### config.mk
export PLATFORM = sky130hd
export DESIGN_NAME = csst_ctrl
export DESIGN_NICKNAME = d
export VERILOG_FILES = /design/src/rtl/csst_pkg.sv /design/src/rtl/csst_classify.sv /design/src/rtl/csst_seq.sv /design/src/rtl/csst_window.sv /design/src/rtl/csst_ctrl.sv
export SDC_FILE = /design/constraint.sdc
export NUM_CORES = 1
export LEC_CHECK = 0
export ABC_AREA = 0
export BUFFER_PORTS_ARGS = -buffer_cell sky130_fd_sc_hd__buf_2
export CORE_MARGIN = 3
export CORE_UTILIZATION = 25
export CTS_CLUSTER_DIAMETER = 80
export DETAILED_ROUTE_END_ITERATION = 7
export PLACE_DENSITY = 0.48
export SLEW_MARGIN = 20
export SYNTH_ARGS = -nofsm -noshare
export SYNTH_HDL_FRONTEND = slang
export SYNTH_HIERARCHICAL = 1
export SYNTH_SLANG_ARGS = --single-unit
### constraint.sdc
create_clock -name clk -period 2 [get_ports clk]
set_input_delay 0.3 -clock clk [delete_from_list [all_inputs] [get_ports clk]]
set_output_delay 0.3 -clock clk [all_outputs]
set_load 0.01 [all_outputs]
### src/rtl/csst_pkg.sv
package csst_pkg;

  typedef enum logic [1:0] {
    PORT_UPPER = 2'b00,
    PORT_LOWER = 2'b01,
    PORT_WIDE  = 2'b10,
    PORT_RSVD  = 2'b11
  } port_e;

  typedef struct packed {
    logic write;
    logic oe_late;
    logic eb_early;
    logic wr_only;
  } mode_t;

  localparam int unsigned LANES = 2;

endpackage

### src/rtl/csst_classify.sv
module csst_classify
  import csst_pkg::*;
(
  input  logic             user,
  input  logic             protect,
  input  logic [1:0]       port,
  input  logic [LANES-1:0] lane,
  input  logic             half,
  output logic             refuse,
  output logic [LANES-1:0] lanes_eff
);

  port_e port_kind;

  always_comb begin
    port_kind = port_e'(port);
    refuse    = (user && protect) || (port_kind == PORT_RSVD);
    unique case (port_kind)
      PORT_UPPER: lanes_eff = 2'b01;
      PORT_LOWER: lanes_eff = 2'b10;
      PORT_WIDE:  lanes_eff = half ? 2'b11 : lane;
      default:    lanes_eff = 2'b00;
    endcase
  end

endmodule

### src/rtl/csst_seq.sv
module csst_seq #(
  parameter int unsigned WSC_W = 4,
  localparam int unsigned PH_W = WSC_W + 1
) (
  input  logic             clk,
  input  logic             rst_n,
  input  logic             start,
  input  logic             start_refuse,
  input  logic [WSC_W-1:0] wsc,
  output logic             busy,
  output logic             refused,
  output logic             zero_ws,
  output logic [PH_W-1:0]  ph,
  output logic [PH_W-1:0]  ph_last
);

  logic            busy_q, refused_q, zero_q;
  logic [PH_W-1:0] ph_q, last_q;

  always_ff @(posedge clk or negedge rst_n) begin
    if (!rst_n) begin
      busy_q    <= 1'b0;
      refused_q <= 1'b0;
      zero_q    <= 1'b0;
      ph_q      <= '0;
      last_q    <= '0;
    end else if (start) begin
      busy_q    <= 1'b1;
      refused_q <= start_refuse;
      zero_q    <= (wsc == '0);
      ph_q      <= '0;
      last_q    <= start_refuse ? PH_W'(1) : {wsc, 1'b1};
    end else if (busy_q) begin
      if (ph_q == last_q) begin
        busy_q    <= 1'b0;
        refused_q <= 1'b0;
        ph_q      <= '0;
      end else begin
        ph_q <= ph_q + PH_W'(1);
      end
    end
  end

  assign busy    = busy_q;
  assign refused = refused_q;
  assign zero_ws = zero_q;
  assign ph      = ph_q;
  assign ph_last = last_q;

endmodule

### src/rtl/csst_window.sv
module csst_window
  import csst_pkg::*;
#(
  parameter int unsigned PH_W = 5
) (
  input  logic             busy,
  input  logic             refused,
  input  logic             zero_ws,
  input  logic [PH_W-1:0]  ph,
  input  logic [PH_W-1:0]  ph_last,
  input  mode_t            mode,
  input  logic [LANES-1:0] lanes,
  output logic             cs_n,
  output logic             oe_n,
  output logic [LANES-1:0] eb_n,
  output logic             tea_n,
  output logic             done
);

  logic live, rd_win, wr_win, eb_act;

  always_comb begin
    live = busy && !refused;
    if (zero_ws) begin
      rd_win = (ph == PH_W'(1));
      wr_win = (ph == PH_W'(1));
    end else begin
      rd_win = mode.oe_late ? (ph != '0) : 1'b1;
      wr_win = (ph != '0) && (!mode.eb_early || (ph != ph_last));
    end
    eb_act = mode.write ? wr_win : (!mode.wr_only && rd_win);
    cs_n   = !live;
    oe_n   = !(live && !mode.write && rd_win);
    tea_n  = !(busy && refused);
    done   = busy && (ph >= ph_last - PH_W'(1));
  end

  for (genvar g = 0; g < LANES; g++) begin : g_lane
    assign eb_n[g] = !(live && eb_act && lanes[g]);
  end

endmodule

### src/rtl/csst_ctrl.sv
module csst_ctrl
  import csst_pkg::*;
#(
  parameter int unsigned WSC_W = 4
) (
  input  logic             clk,
  input  logic             rst_n,
  input  logic             req_valid,
  output logic             req_ready,
  input  logic             req_write,
  input  logic             req_user,
  input  logic [1:0]       req_lane,
  input  logic             req_half,
  input  logic [WSC_W-1:0] cfg_wsc,
  input  logic             cfg_oe_late,
  input  logic             cfg_eb_early,
  input  logic             cfg_eb_wr_only,
  input  logic             cfg_protect,
  input  logic [1:0]       cfg_port,
  output logic             cs_n,
  output logic             oe_n,
  output logic [1:0]       eb_n,
  output logic             tea_n,
  output logic             done
);

  localparam int unsigned PH_W = WSC_W + 1;

  logic             start, refuse, busy, refused, zero_ws;
  logic [LANES-1:0] lanes_eff, lanes_q;
  logic [PH_W-1:0]  ph, ph_last;
  mode_t            mode_q;

  assign req_ready = !busy;
  assign start     = req_valid && req_ready;

  csst_classify u_classify (
    .user      (req_user),
    .protect   (cfg_protect),
    .port      (cfg_port),
    .lane      (req_lane),
    .half      (req_half),
    .refuse    (refuse),
    .lanes_eff (lanes_eff)
  );

  always_ff @(posedge clk or negedge rst_n) begin
    if (!rst_n) begin
      mode_q  <= '0;
      lanes_q <= '0;
    end else if (start) begin
      mode_q  <= '{write: req_write, oe_late: cfg_oe_late,
                   eb_early: cfg_eb_early, wr_only: cfg_eb_wr_only};
      lanes_q <= lanes_eff;
    end
  end

  csst_seq #(.WSC_W(WSC_W)) u_seq (
    .clk          (clk),
    .rst_n        (rst_n),
    .start        (start),
    .start_refuse (refuse),
    .wsc          (cfg_wsc),
    .busy         (busy),
    .refused      (refused),
    .zero_ws      (zero_ws),
    .ph           (ph),
    .ph_last      (ph_last)
  );

  csst_window #(.PH_W(PH_W)) u_window (
    .busy    (busy),
    .refused (refused),
    .zero_ws (zero_ws),
    .ph      (ph),
    .ph_last (ph_last),
    .mode    (mode_q),
    .lanes   (lanes_q),
    .cs_n    (cs_n),
    .oe_n    (oe_n),
    .eb_n    (eb_n),
    .tea_n   (tea_n),
    .done    (done)
  );

endmodule

==> results.json <==
{
  "finalWirelength_um": 3370,
  "grt_pass1_vias": 1196,
  "cts_buffer_depth": 2,
  "fin_ws_ps": -243,
  "reg2reg_to": "u_seq/refused",
  "status": "complete, but fails checks",
  "synth_top_area_share_pct": 36.1,
  "period_needed_ps": 2240,
  "hold_viol_final": 19,
  "synthCells": 126,
  "holdWs_ps": -14.9,
  "p_sw_mw": 1.22,
  "antenna_found_initial": 0,
  "synth_seq_area_share_pct": 36.1,
  "overflow": 0,
  "muxShareOfSynthArea_pct": 9.96,
  "netlist.top_cell.by_area": "dfrtp_1",
  "startpoint_type": "flop",
  "vias": 1151,
  "async_flop_share_pct": 100,
  "hold_buffers": 0,
  "synth_top_family_by_area": "compound AO/OA/AOI/OAI gates",
  "switching_share_pct": 44.5,
  "grt_use_total_pct": 11.6,
  "drt_iter0_markers": 58,
  "grt_pass1_wl_um": 5730,
  "place_congestion": 0.932,
  "root_buffer": "clkbuf_8",
  "finClkSkew_ps": 0.472,
  "insertion_delay_ps": 250,
  "p_total_mw": 2.74,
  "p_seq_share_pct": 26.4,
  "antenna_cells": 0,
  "violations": "negative hold slack, negative setup slack",
  "nets": 195,
  "fmax_mhz": 446,
  "yosys.cell_count.top_type": "dfrtp_1",
  "core_area_um2": 4910,
  "tightest_slew_ps": 452,
  "finalMaxSlewViolations": 0,
  "power_density_nw_per_um2": 1500,
  "synth-main-ff-cell": "dfrtp_1",
  "setup_viol": 3,
  "synth-compound-area-share_pct": 18.8,
  "p_leak_nw": 0.822,
  "clock-sinks": 19,
  "hp-class": "input port to async pin",
  "cts_tree": "done",
  "finish.utilization_pct": 37.1,
  "min_period_over_period_pct": 112,
  "r2r_start": "u_seq/busy",
  "cts_made_buffers": 3,
  "maxCapViolCount": 0,
  "combPwrFrac_pct": 63.8,
  "synth_area_um2": 1320,
  "reg2reg_slack_ps": 480,
  "rows": 25,
  "reg2reg_depth": 5,
  "arrival_ps": 1940,
  "initial_core_util_pct": 26.9,
  "cts.clk_slew.worst_paths_ps": 70,
  "path_max_fanout": 2,
  "relSlewSlack_pct": 69.9,
  "ys_ff_latch": 19,
  "crit_required_ps": 1700,
  "route.detailed.drc": 0,
  "dp.cells": 227,
  "crit_path_end_kind": "output port",
  "p_int_mw": 1.52,
  "synth_xor_area_share_pct": 9.11,
  "post-dp-hpwl_um": 2430,
  "ys_top_cells_by_area": "dfrtp_1, mux2_4, ha_1",
  "fin_tns_setup_ps": -346,
  "die_x_um": 78.6,
  "synth_commonest_cells": "dfrtp_1, inv_1, ha_1",
  "placement.io_buffers": 24,
  "via_per_inst": 4.88,
  "synth_edf_count": 0,
  "rsz0062_at_grt": "yes",
  "h-tree-depth": 1,
  "drive_gt1_share_pct": 46.2,
  "die_h_um": 78.6,
  "synth_area_per_cell_um2": 10.5,
  "synth-simple-area-share_pct": 14.8,
  "synth_adder_area_share_pct": 6.64,
  "path_class": "flop to output port",
  "wire_per_inst_um": 14.3,
  "dieArea_um2": 6180,
  "pwr-share-clk_pct": 9.8,
  "detail-route-antenna-nets": 0,
  "grt_start_max_net_pins": 20,
  "yosys.cell_types.count": 44,
  "synth_nets": 151,
  "area_delta_synth_final_pct": 38.3,
  "io_pins": 25,
  "firstDrtPassIters": 4,
  "ir_drop_v": 0.000527,
  "yosys_warnings": 6,
  "stdcell_count": 236
}
placed cells by master (no fill, tap or decap), types with 3 or more instances in the layout:
cell	Yosys	layout
buf_2	1	23
dfrtp_1	19	18
buf_4	0	16
inv_1	11	9
mux2_4	6	6
xor2_1	6	6
ha_1	7	5
nor2_1	5	4
a21oi_1	4	4
nand2_1	4	4
o21ai_0	5	4
clkbuf_8	0	3
buf_6	1	3
mux2i_1	3	3
nand3_1	3	3
a22o_1	3	3
nand2b_1	3	3
xnor2_1	4	3
registers in the layout, summed over array words and instances (netlist names):
register / count
u_seq/ph: 5
u_seq/zero_ws: 1
u_seq/ph_last: 5
u_seq/busy: 1
lanes_q: 2
u_seq/refused: 1
mode_q: 4
power by group through the flow:
stage	clock network (mW)	registers [mW]	logic [mW]
2_1_floorplan	0	0.748	0.937
3_5_place_dp	0	0.694	1.46
5_1_grt	0.298	0.750	1.92
4_1_cts	0.283	0.711	1.63
6_report	0.269	0.725	1.75
3_3_place_gp	0	0.694	1.45
worst max-delay path, stage by stage (launching register included):
cell and delay, ps:
dfrtp_1 390, inv_2 80, ha_4 130, nor3b_4 200, xnor2_2 140, ha_1 260
and3_1 170, a21oi_1 100, o21ai_1 80, buf_2 140
repair_timing:
action                                  in CTS  in global routing
endpoints found under the hold margin        0                  0
setup buffers                                4                  2
endpoints found under the setup margin       3                  4
gates resized for setup                     17                 10
pin swaps                                   13                  8
per-stage QoR:
| stage | hold WS (ps) | instance area (um2) | setup slack (ps) |
|---|---|---|---|
| floorplan | 4.41 | 1320 | 66.7 |
| global placement | 269 | 1600 | 3.06 |
| detailed placement | 282 | 1600 | -79.3 |
| CTS | 0.739 | 1770 | -230 |
| global route | 18.4 | 1820 | -334 |
| finish | -14.9 | 1820 | -243 |
cells by family (layout without fill, tap and decap cells):
logic type / count (synthesis) / count (layout)
adders and majority gates: 7 / 7
AOI/OAI and AO/OA: 33 / 33
buffers and inverters: 14 / 57
and+or+nand+nor: 31 / 31
DFF: 19 / 19
xor gates and xnor gates: 12 / 12
muxes: 10 / 10
how the worst max path moves through the flow:
stage	startpoint	to	slack, ps	cells after the start
after global placement	u_seq/ph_last[0]	done	3	9
final	u_seq/ph_last[0]	done	-240	9
after CTS	u_seq/ph_last[1]	done	-230	9
after detailed placement	u_seq/ph_last[0]	done	-80	9
after global routing	u_seq/ph_last[0]	done	-330	9
after floorplan	u_seq/ph_last[1]	done	70	8
final cells by class:
| cell class | count | area [um2] |
|---|---|---|
| clock buffers | 3 | 41.3 |
| clock inverters | 1 | 5.00 |
| fillers | 509 | 3090 |
| inverters | 11 | 41.3 |
| multi-input cells | 93 | 907 |
| flip-flops and latches | 19 | 477 |
| well taps | 67 | 83.8 |
| repair buffers | 42 | 269 |
metal layers:
layer | global-route usage, % | part of all wire [%]
met5 | 0 | 0
met2 | 17.9 | 47
met1 | 16.7 | 46
met3 | 1.61 | 5.3
met4 | 3.67 | 0.86
No activity file was read; power rests on OpenSTA's default activity.
